[src/rtl/rdrPkg.sv]
package rdrPkg;

  typedef enum logic [2:0] {
    S_IDLE,
    S_RECV,
    S_TURN,
    S_LOW,
    S_SEND
  } rspState_t;

  // strobes from the sequencer to the datapath
  typedef struct packed {
    logic rxShift;
    logic wordLoad;
    logic oeOff;
    logic wclkFall;
    logic wclkRise;
    logic txLoad;
    logic txShift;
    logic txEnd;
  } pathStrobe_t;

endpackage

[src/rtl/rdrCtrl.sv]
module rdrCtrl
  import rdrPkg::*;
#(
  parameter int WORD_W   = 8,
  parameter int DATA_W   = 18,
  parameter int WCLK_LOW = 4
) (
  input  logic        clk,
  input  logic        rstN,
  input  logic        linkIn,
  input  logic        isRead,
  output pathStrobe_t strb
);

  localparam int MAX_A = (WORD_W > DATA_W + 1) ? WORD_W : DATA_W + 1;
  localparam int MAX_C = (MAX_A > WCLK_LOW) ? MAX_A : WCLK_LOW;
  localparam int CNT_W = $clog2(MAX_C + 1);

  rspState_t state, nextState;
  logic [CNT_W-1:0] cnt, nextCnt;

  always_ff @(posedge clk or negedge rstN) begin
    if (!rstN) begin
      state <= S_IDLE;
      cnt   <= '0;
    end else begin
      state <= nextState;
      cnt   <= nextCnt;
    end
  end

  always_comb begin
    strb      = '0;
    nextState = state;
    nextCnt   = cnt;
    case (state)
      S_IDLE: begin
        if (!linkIn) begin
          nextState = S_RECV;
          nextCnt   = '0;
        end
      end
      S_RECV: begin
        strb.rxShift = 1'b1;
        if (cnt == CNT_W'(WORD_W - 1)) begin
          strb.wordLoad = 1'b1;
          nextCnt       = '0;
          if (isRead) begin
            strb.oeOff = 1'b1;
            nextState  = S_TURN;
          end else begin
            nextState = S_IDLE;
          end
        end else begin
          nextCnt = cnt + 1'b1;
        end
      end
      S_TURN: begin
        strb.wclkFall = 1'b1;
        nextState     = S_LOW;
        nextCnt       = '0;
      end
      S_LOW: begin
        if (cnt == CNT_W'(WCLK_LOW - 1)) begin
          strb.wclkRise = 1'b1;
          strb.txLoad   = 1'b1;
          nextState     = S_SEND;
          nextCnt       = '0;
        end else begin
          nextCnt = cnt + 1'b1;
        end
      end
      S_SEND: begin
        if (cnt == CNT_W'(DATA_W)) begin
          strb.txEnd = 1'b1;
          nextState  = S_IDLE;
          nextCnt    = '0;
        end else begin
          strb.txShift = 1'b1;
          nextCnt      = cnt + 1'b1;
        end
      end
      default: nextState = S_IDLE;
    endcase
  end

  // receiving and the return exchange never overlap
  p_phase_excl_r10: assert property (@(posedge clk) disable iff (!rstN)
    $onehot0({strb.rxShift, strb.wclkFall, strb.wclkRise, strb.txShift, strb.txEnd}));

  // a non-read word returns straight to idle
  p_write_idle_r9: assert property (@(posedge clk) disable iff (!rstN)
    (strb.wordLoad && !strb.oeOff) |=> (state == S_IDLE));

endmodule

[src/rtl/rdrPath.sv]
module rdrPath
  import rdrPkg::*;
#(
  parameter int CTRL_W   = 6,
  parameter int DATA_W   = 18,
  parameter int WCLK_LOW = 4
) (
  input  logic              clk,
  input  logic              rstN,
  input  logic              linkIn,
  input  pathStrobe_t       strb,
  input  logic [DATA_W-1:0] dataIn,
  output logic              isRead,
  output logic [CTRL_W-1:0] ctrlOut,
  output logic              selOut,
  output logic              dataOe,
  output logic              wrClk,
  output logic              linkOut
);

  localparam int WORD_W = CTRL_W + 2;
  localparam int LOW_W  = $clog2(WCLK_LOW + 2);

  logic [WORD_W-2:0] rxSr;
  logic [WORD_W-1:0] rxWord;
  logic [DATA_W-1:0] txSr;

  assign rxWord = {linkIn, rxSr};
  assign isRead = rxWord[CTRL_W];

  always_ff @(posedge clk or negedge rstN) begin
    if (!rstN) begin
      rxSr    <= '0;
      ctrlOut <= '0;
      selOut  <= 1'b0;
    end else begin
      if (strb.rxShift) rxSr <= rxWord[WORD_W-1:1];
      if (strb.wordLoad) begin
        ctrlOut <= rxWord[CTRL_W-1:0];
        selOut  <= rxWord[WORD_W-1];
      end
    end
  end

  always_ff @(posedge clk or negedge rstN) begin
    if (!rstN) begin
      dataOe <= 1'b1;
      wrClk  <= 1'b1;
    end else begin
      if (strb.oeOff) dataOe <= 1'b0;
      else if (strb.txEnd) dataOe <= 1'b1;
      if (strb.wclkFall) wrClk <= 1'b0;
      else if (strb.wclkRise) wrClk <= 1'b1;
    end
  end

  always_ff @(posedge clk or negedge rstN) begin
    if (!rstN) begin
      txSr    <= '0;
      linkOut <= 1'b1;
    end else begin
      if (strb.txLoad) begin
        txSr    <= dataIn;
        linkOut <= 1'b0;
      end else if (strb.txShift) begin
        txSr    <= {1'b0, txSr[DATA_W-1:1]};
        linkOut <= txSr[0];
      end else if (strb.txEnd) begin
        linkOut <= 1'b1;
      end
    end
  end

  // checker counter: length of the write-clock low phase
  logic [LOW_W-1:0] lowCnt;
  always_ff @(posedge clk or negedge rstN) begin
    if (!rstN) lowCnt <= '0;
    else if (!wrClk) lowCnt <= lowCnt + 1'b1;
    else lowCnt <= '0;
  end

  p_oe_before_fall_r4: assert property (@(posedge clk) disable iff (!rstN)
    $fell(wrClk) |-> !dataOe);

  p_low_len_r5: assert property (@(posedge clk) disable iff (!rstN)
    $rose(wrClk) |-> (lowCnt == LOW_W'(WCLK_LOW)));

  p_start_on_rise_r7: assert property (@(posedge clk) disable iff (!rstN)
    $rose(wrClk) |-> !linkOut);

  p_oe_back_idle_r8: assert property (@(posedge clk) disable iff (!rstN)
    $rose(dataOe) |-> (linkOut && wrClk));

  p_quiet_link_r9: assert property (@(posedge clk) disable iff (!rstN)
    dataOe |-> (linkOut && wrClk));

endmodule

[src/rtl/readResponder.sv]
module readResponder
  import rdrPkg::*;
#(
  parameter int CTRL_W   = 6,
  parameter int DATA_W   = 18,
  parameter int WCLK_LOW = 4
) (
  input  logic              clk,
  input  logic              rstN,
  input  logic              linkIn,
  output logic              linkOut,
  output logic [CTRL_W-1:0] ctrlOut,
  output logic              selOut,
  input  logic [DATA_W-1:0] dataIn,
  output logic              dataOe,
  output logic              wrClk
);

  localparam int WORD_W = CTRL_W + 2;

  pathStrobe_t strb;
  logic        isRead;

  rdrCtrl #(
    .WORD_W  (WORD_W),
    .DATA_W  (DATA_W),
    .WCLK_LOW(WCLK_LOW)
  ) uCtrl (
    .clk   (clk),
    .rstN  (rstN),
    .linkIn(linkIn),
    .isRead(isRead),
    .strb  (strb)
  );

  rdrPath #(
    .CTRL_W  (CTRL_W),
    .DATA_W  (DATA_W),
    .WCLK_LOW(WCLK_LOW)
  ) uPath (
    .clk    (clk),
    .rstN   (rstN),
    .linkIn (linkIn),
    .strb   (strb),
    .dataIn (dataIn),
    .isRead (isRead),
    .ctrlOut(ctrlOut),
    .selOut (selOut),
    .dataOe (dataOe),
    .wrClk  (wrClk),
    .linkOut(linkOut)
  );

endmodule

[config.mk]
export PLATFORM = sky130hd
export DESIGN_NAME = readResponder
export DESIGN_NICKNAME = d
export VERILOG_FILES = /design/src/rtl/rdrPkg.sv /design/src/rtl/rdrCtrl.sv /design/src/rtl/rdrPath.sv /design/src/rtl/readResponder.sv
export SDC_FILE = /design/constraint.sdc
export NUM_CORES = 1
export LEC_CHECK = 0
export ABC_AREA = 0
export BUFFER_PORTS_ARGS = -buffer_cell sky130_fd_sc_hd__buf_2
export CAP_MARGIN = 20
export CORE_MARGIN = 2
export CORE_UTILIZATION = 30
export DETAILED_ROUTE_END_ITERATION = 10
export HOLD_SLACK_MARGIN = 0.06
export PLACE_DENSITY = 0.59
export SYNTH_ARGS = -nofsm -noshare
export SYNTH_HDL_FRONTEND = slang
export SYNTH_HIERARCHICAL = 1
export SYNTH_SLANG_ARGS = --single-unit
export TNS_END_PERCENT = 10
[constraint.sdc]
create_clock -name clk -period 5.19 [get_ports clk]
set_input_delay 1.038 -clock clk [delete_from_list [all_inputs] [get_ports clk]]
set_output_delay 1.038 -clock clk [all_outputs]
set_load 0.005 [all_outputs]
== Yosys cells after proc, flatten, opt, wreduce, memory -nomap -nowiden ==
Cells that the tools add are included.
Storage, ports and cells
  register bits after elaboration: 43
  input port bits: 21
  output and inout port bits: 10
  bits in latches: 0
  memories: 0
  bits in writable memories: 0
  ROM bits: 0
Operators by class
  bitwise operators: 0
  multipliers: 0
  reduce and logical (&&, ||, !) cells: 8
  add/subtract/negate cells: 1
  shifts and indexed selects: 0
  divide/modulo/power cells: 0
  equal/unequal tests: 11
  mux-type cells: 28
  magnitude comparators: 0
Operators with widths (count)
  18-bit two-way mux: 2
  5-bit case mux with 5 select lines: 1
  5-bit two-way mux: 4
  3-bit two-way mux: 5
  3-bit case mux with 5 select lines: 1
  1-bit two-way mux: 10
  2-bit two-way mux: 5
  3-bit by 2-bit == test with 1-bit output (second input constant): 2
  2-bit by 1-bit inequality test with 1-bit output (second input constant): 3
  2-bit nonzero test: 3
  5-bit by 1-bit adder with 5-bit output (second input constant): 1
  5-bit by 2-bit == test with 1-bit output (second input constant): 1
  5-bit by 3-bit == test with 1-bit output (second input constant): 1
  5-bit == test (second input constant): 1
  5-bit nonzero test: 1
  4-bit AND reduction: 1
  3-bit by 1-bit == test with 1-bit output (second input constant): 1
  3-bit == test (second input constant): 1
  3-bit zero test: 1
  3-bit nonzero test: 1
  2-bit inequality test (second input constant): 1
  2-bit AND reduction: 1

== Logic depth before layout (Yosys ltp) ==
Gate-level depths: netlist of run 1.
  word-level depth: 6
  depth in mapped cells: 8
  depth with buffers taken out: 6

== By module ==
Netlist of run 1, hierarchy kept.
Modules (own cells, without submodules)
  rdrPath: times used 1, cells an instance 118, sequential area each 879.6 sq um, area each 1463.9 sq um
  rdrCtrl: times used 1, cells an instance 67, sequential area each 200.2 sq um, area each 591.8 sq um

== Worst setup path after synthesis of run 1 ==
No wires, ideal clock.
  path type: flip-flop to flip-flop
  start: reg uCtrl.cnt[1]
  end: reg uPath.selOut
  data arrival time: 1.552 ns
  stages on the path, launching flop included: 6
  required time: 5.065 ns
  setup slack: 3.514 ns
  cell sequence: dfrtp_1 > ha_1 > nor3b_1 > and3_1 > buf_2 > mux2_2
RTL lines
  start: declaration: RTL line rdrCtrl.sv:20  | logic [CNT_W-1:0] cnt, nextCnt;
  start signal: assignment: RTL line rdrCtrl.sv:28  | cnt <= nextCnt;
  end signal: assignment: RTL line rdrPath.sv:40  | selOut <= rxWord[WORD_W-1];
  end: declaration: RTL line rdrPath.sv:15  | output logic selOut,

==> key figures, run 1 <==
Run status
  • Run status: completed

Final layout
  • # fillers: 707
  • Fin util: 0.348
  • Ratio of cells with drive above 1 in the final layout: 0.288
  • Final net count: roughly 230
  • Area grow syn2layout: 13.8%
  • # diodes: 0

Logic synthesis
  • Synthesized area: 2060 um^2
  • Most frequent cell after synthesis: dfrtp_1
  • Net Count, Synth: 208
  • Cells after Synth: between 150 and 200
  • Largest cells by area after synthesis: dfrtp_1 49%, mux2i_1 8.3%, mux2_2 7.7%
  • Synth area leader: dfrtp_1
  • Post-synth top area share: 0.487
  • Top cells by count, synth: 40 x dfrtp_1, 28 x nand2_1, 18 x o21ai_1, 17 x mux2i_1, 14 x mux2_2
  • EDFF count, synth: 0
  • Ys async rst share: 1.00
  • Yosys cell types: 35
  • Flop and latch count out of synthesis: 43
  • Syn avg cell area: 11.1 um^2
  • Top FF cell, synth: dfrtp_1
  • Sequential share of the synthesized area: 0.525
  • YS warnings: 6

Critical path
  • CP Max Fanout: 9
  • Type of the worst setup path: flop to flop
  • Critical Path Sink Type: flop
  • Arrival @ worst endpoint: around 2.4 ns
  • Required @ worst endpoint: approximately 5.4 ns
  • Worst setup SP type: flop

Power
  • Leakage: 0.000959 uW
  • PwrDens: 548 nW/um^2
  • Final Power: 1280 uW
  • VDD IR max: 0.174 mV

Floorplan
  • Chip Height: 86.8 um
  • Die area: 7530 um^2
  • Die W: 86.8 um
  • Row Count: 30
  • Initial Utilization: 0.306
  • I/O pins: 31
  • Core area: 6720 um^2

Timing
  • Setup tns final: 0 ns
  • Final min period: 2.23 ns
  • Hold WS: 0.485 ns
  • Slew headroom: 0.377
  • RSZ-0062 raised after global routing: no
  • Final Skew: 0.00627 ns
  • Final period utilization: 0.430
  • Final setup vio count: 0
  • Max Slew Vio Count: 0
  • Fmax achieved: 448 MHz
  • Worst Max-Slew Pin Slew: 0.935 ns
  • Final-report hold violation count: 0

Detailed routing
  • Initial DRC Count: 62
  • Remaining antenna violation count: 0
  • WL per Instance: 12.3 um
  • WL final: between 3000 and 4000 um
  • First-pass DRT Iterations: 4
  • Vias per inst: 4.70
  • DRC viols: 0
  • Via count: between 1000 and 1500

Clock tree
  • Clk_lat worst skew: 0.29 ns
  • Clk pin slew, worst setup/hold paths: 0.08 ns
  • Number of clock sinks: 43
  • Cts hold-fix bufs: 0
  • Post-CTS setup buffers: 0
  • Clk buf depth: 2
  • CTS tree: yes
  • CTS root buffer: clkbuf_8
  • Post-CTS Resized: 0
  • Num CTS Buffers: 5
  • Htree depth: 2

Worst hold path
  • Hold Path Class: flop to flop

Global route
  • Total GRT Usage: 0.107
  • Largest net degree at the start of global routing: 44
  • Vias in the first global route: between 1000 and 1500
  • Initial antenna violation count: 0
  • Gr ovfl total: 0
  • First-pass GRT wire length: 6330 um

Flow run
  • Max Cap Violations: 0

Place
  • RePlAce Congestion: between 0.7 and 0.8
  • PortBufs: 30
  • Dpl hpwl: approximately 2400 um
## worst paths after layout
check	from	to	slack (ns)	cells after the start
max reg2reg	uCtrl/state[2]$_DFFE_PN0P_	uPath/ctrlOut[0]$_DFFE_PN0P_	2.96	4
min in group asynchronous	rstN	uPath/txSr[13]$_DFFE_PN0P_	0.89	1
min reg2reg	uPath/wrClk$_DFFE_PN1P_	uPath/wrClk$_DFFE_PN1P_	0.49	2
max	uCtrl/state[2]$_DFFE_PN0P_	uPath/ctrlOut[0]$_DFFE_PN0P_	2.96	4
max in group asynchronous	rstN	uCtrl/state[2]$_DFFE_PN0P_	3.72	1
min	uPath/wrClk$_DFFE_PN1P_	uPath/wrClk$_DFFE_PN1P_	0.49	2
## cell type report
type / instances / area [um^2] / share of cell area
Clock buffer: 7 / 76.3 / 0.0326
Clock inverter: 1 / 30.0 / 0.0128
Inverter: 2 / 7.51 / 0.00321
Multi-Input combinational cell: 127 / 873 / 0.373
Sequential cell: 43 / 1080 / 0.461
Tap cell: 80 / 100 / 0.0428
Timing Repair Buffer: 32 / 173 / 0.0738
## sequential cells by signal, summed over array words and instances (netlist names)
| name | flops |
|---|---|
| uPath/txSr | 18 |
| uPath/rxSr | 7 |
| uPath/ctrlOut | 6 |
| uCtrl/cnt | 5 |
| uCtrl/state | 3 |
| uPath/dataOe | 1 |
| uPath/linkOut | 1 |
| uPath/selOut | 1 |
| uPath/wrClk | 1 |
## power by group
part	internal [uW]	switching, uW
Clock	144	108
Sequential	501	117
Combinational	219	193
## layer usage
metal	GRT usage	wire, um
met1	0.146	1770
met2	0.156	1550
met3	0.0419	215
met4	0.0355	59
met5	0	0
## worst max-delay path: stages (launching register included)
cell	delay, ns
dfrtp_1	0.48
nand2b_1	0.28
nor2_1	0.50
and3_1	0.47
mux2_2	0.38
## stage by stage
| step | cells | setup slack [ns] | instance area, um^2 |
|---|---|---|---|
| 3_5_place_dp | 283 | 2.93 | 2220 |
| 3_3_place_gp | 283 | 2.96 | 2220 |
| 2_1_floorplan | 185 | 3.51 | 2060 |
| 5_1_grt | 292 | 2.81 | 2340 |
| 6_report | 292 | 2.96 | 2340 |
| 4_1_cts | 291 | 2.93 | 2320 |
## placed cells by master (no fill, tap or decap), types with 3 or more instances in the layout
| master | synthesis | routed |
|---|---|---|
| and3_1 | 3 | 3 |
| clkbuf_8 | 0 | 5 |
| nand2_1 | 28 | 28 |
| nor3b_1 | 3 | 3 |
| buf_2 | 6 | 30 |
| o21ai_0 | 4 | 4 |
| mux2_2 | 14 | 14 |
| dfstp_2 | 3 | 3 |
| dfrtp_1 | 40 | 40 |
| nor4b_2 | 3 | 3 |
| o21ai_1 | 18 | 18 |
| mux2i_1 | 17 | 17 |
| nor2_1 | 10 | 9 |
## kinds of logic after synthesis
logic type | synth area share
AND/OR/NAND/NOR | 0.158
flip-flops | 0.525
AO/OA/AOI/OAI | 0.0895
multiplexers | 0.159
buffers and inverters | 0.0511
adder cells (fa/ha/maj) | 0.0122
XOR/XNOR | 0.00426
No activity file was read; power rests on OpenSTA's default activity.
==> inputs of run 2 (changes only) <==
--- a/config.mk
+++ b/config.mk
@@ -12,7 +12,7 @@
 export CORE_UTILIZATION = 30
 export DETAILED_ROUTE_END_ITERATION = 10
 export HOLD_SLACK_MARGIN = 0.06
-export PLACE_DENSITY = 0.59
+export PLACE_DENSITY = 0.61
 export SYNTH_ARGS = -nofsm -noshare
 export SYNTH_HDL_FRONTEND = slang
 export SYNTH_HIERARCHICAL = 1
==> constraint.sdc (replaced) <==
create_clock -name clk -period 1.96 [get_ports clk]
set_input_delay 0.392 -clock clk [delete_from_list [all_inputs] [get_ports clk]]
set_output_delay 0.392 -clock clk [all_outputs]
set_load 0.005 [all_outputs]
==> key figures, run 2 (synthesized netlist as in run 1, its figures left out) <==
Run status
  • Run status: completed

Clock tree
  • CTS tree: yes
  • Clk buf depth: 2 (unchanged)
  • Clk pin slew, worst setup/hold paths: 0.08 ns (about the same)
  • Htree depth: 2 (unchanged)
  • Clk_lat worst skew: 0.28 ns (about the same)
  • Number of clock sinks: 43 (unchanged)
  • Num CTS Buffers: 5 (unchanged)
  • CTS root buffer: clkbuf_8
  • Post-CTS setup buffers: 0 (unchanged)

Global route
  • Gr ovfl total: 0 (unchanged)
  • Largest net degree at the start of global routing: 44 (unchanged)
  • Vias in the first global route: 1415 (+5.4%)
  • First-pass GRT wire length: 6620 um (+4.6%)
  • Initial antenna violation count: 0 (unchanged)
  • Total GRT Usage: 0.109 (+0.00202)

Power
  • PwrDens: 1420 nW/um^2 (+160%)
  • VDD IR max: 0.512 mV (+190%)
  • Leakage: 0.00100 uW (+4.7%)

Detailed routing
  • Remaining antenna violation count: 0 (unchanged)
  • Via count: 1440 (+5.0%)
  • Initial DRC Count: 90 (+45%)
  • WL per Instance: 12.3 um (+0.12%)
  • DRC viols: 0 (unchanged)
  • Vias per inst: 4.80 (+2.2%)
  • First-pass DRT Iterations: 4 (unchanged)
  • WL final: 3700 um (+2.9%)

Timing
  • RSZ-0062 raised after global routing: no
  • Worst Max-Slew Pin Slew: 0.427 ns (-0.508 ns)
  • Final Skew: 0.00624 ns (-0.0000317 ns)
  • Final-report hold violation count: 0 (unchanged)
  • Setup tns final: 0 ns (unchanged)
  • Fmax achieved: 554 MHz (+24%)
  • Final min period: 1.81 ns (-0.428 ns)
  • Slew headroom: 0.713 (+0.336)
  • Final setup vio count: 0 (unchanged)
  • Max Slew Vio Count: 0 (unchanged)
  • Final period utilization: 0.921 (+0.491)
  • Hold WS: 0.0650 ns (-0.420 ns)

Final layout
  • Fin util: 0.359 (+0.0106)
  • Ratio of cells with drive above 1 in the final layout: 0.318 (+0.0304)
  • Area grow syn2layout: 17.3%
  • Most frequent cells in the layout: 40 x dfrtp_1, 30 x buf_2, 28 x nand2_1, 18 x o21ai_1, 17 x mux2i_1
  • Number of flip-flops in the largest register: 18 (unchanged)
  • # fillers: 664 (-6.1%)
  • Largest Register: uPath/txSr
  • Biggest regs: uPath/txSr x18, uPath/rxSr x7, uPath/ctrlOut x6
  • Most common cell after layout, fill and taps aside: dfrtp_1
  • Final net count: 242 (+3.4%)
  • # diodes: 0 (unchanged)

Place
  • PortBufs: 30 (unchanged)
  • RePlAce Congestion: 0.849 (+11%)
  • Dpl hpwl: 2550 um (+5.3%)

Floorplan
  • I/O pins: 31 (unchanged)
  • Die W: 86.8 um (unchanged)
  • Die area: 7530 um^2 (unchanged)
  • Chip Height: 86.8 um (unchanged)
  • Initial Utilization: 0.306 (unchanged)
  • Core area: 6720 um^2 (unchanged)
  • Row Count: 30 (unchanged)

Critical path
  • Worst r2r src: uCtrl/cnt[1]$_DFFE_PN0P_
  • Worst setup SP type: flop
  • Required @ worst endpoint: 2.14 ns (-3.22 ns)
  • Arrival @ worst endpoint: 1.98 ns (-0.43 ns)
  • CP Max Fanout: 8 (-1)
  • Type of the worst setup path: flop to flop
  • Critical Path Sink Type: flop
  • Critical path origin: uCtrl/cnt[1]$_DFFE_PN0P_

Flow run
  • Max Cap Violations: 0 (unchanged)

Worst hold path
  • Hold Path Class: primary input to asynchronous set/reset pin
[run 2: path summary, 6_finish.rpt]
| kind | slack, ns | to | cells after the start |
|---|---|---|---|
| setup reg to reg | 0.15 | uPath/ctrlOut[4]$_DFFE_PN0P_ | 4 |
| max in group asynchronous | 1.62 | uPath/linkOut$_DFFE_PN1P_ | 2 |
| hold / removal | 0.07 | uCtrl/cnt[3]$_DFFE_PN0P_ | 2 |
| min in group clk | 0.31 | uPath/txSr[5]$_DFFE_PN0P_ | 3 |
| hold reg to reg | 0.49 | uPath/wrClk$_DFFE_PN1P_ | 2 |
| setup / recovery | 0.15 | uPath/ctrlOut[4]$_DFFE_PN0P_ | 4 |
[run 2: final cells by class]
| cell class | instances | area, um^2 | share of cell area |
|---|---|---|---|
| clock buffer | 7 | 86.3 | 0.0358 |
| clock inverter | 1 | 5.00 | 0.00208 |
| inverter | 2 | 7.51 | 0.00311 |
| multi-input combinational | 127 | 882 | 0.366 |
| sequential | 43 | 1080 | 0.448 |
| tap | 80 | 100 | 0.0415 |
| timing repair buffer | 40 | 250 | 0.104 |
[run 2: worst max-delay path, stage by stage, from the launching register on]
cell     delay, ns
dfrtp_1       0.39
ha_1          0.26
nor3b_1       0.26
and3_1        0.41
mux2_2        0.38
[run 2: routing by layer]
layer  track usage  vias up  part of all wire
li1              -      709                 -
met1         0.158      701              0.48
met2         0.163       28              0.48
met3        0.0295        2             0.038
met4        0.0256        0            0.0022
met5             0        -                 0
[run 2: metrics by stage]
stage,total power (uW),instances,instance area (um^2),setup WS (ns)
2_1_floorplan,2470,185,2060,0.284
3_3_place_gp,2810,292,2310,0.220
3_5_place_dp,2860,292,2310,0.160
4_1_cts,3440,300,2400,0.129
5_1_grt,3730,300,2410,0.0422
6_report,3420,300,2410,0.155
[run 2: power by group]
group	internal (uW)	switching, uW	leakage [uW]
clock	285	290	0.0000482
sequential	1330	289	0.000507
combinational	660	564	0.000449
total	2270	1140	0.00100
[run 2: what timing repair did]
item | in CTS | in global routing
hold buffers | 0 | 0
endpoints found under the setup margin | 0 | 1
gates resized for setup | 0 | 1
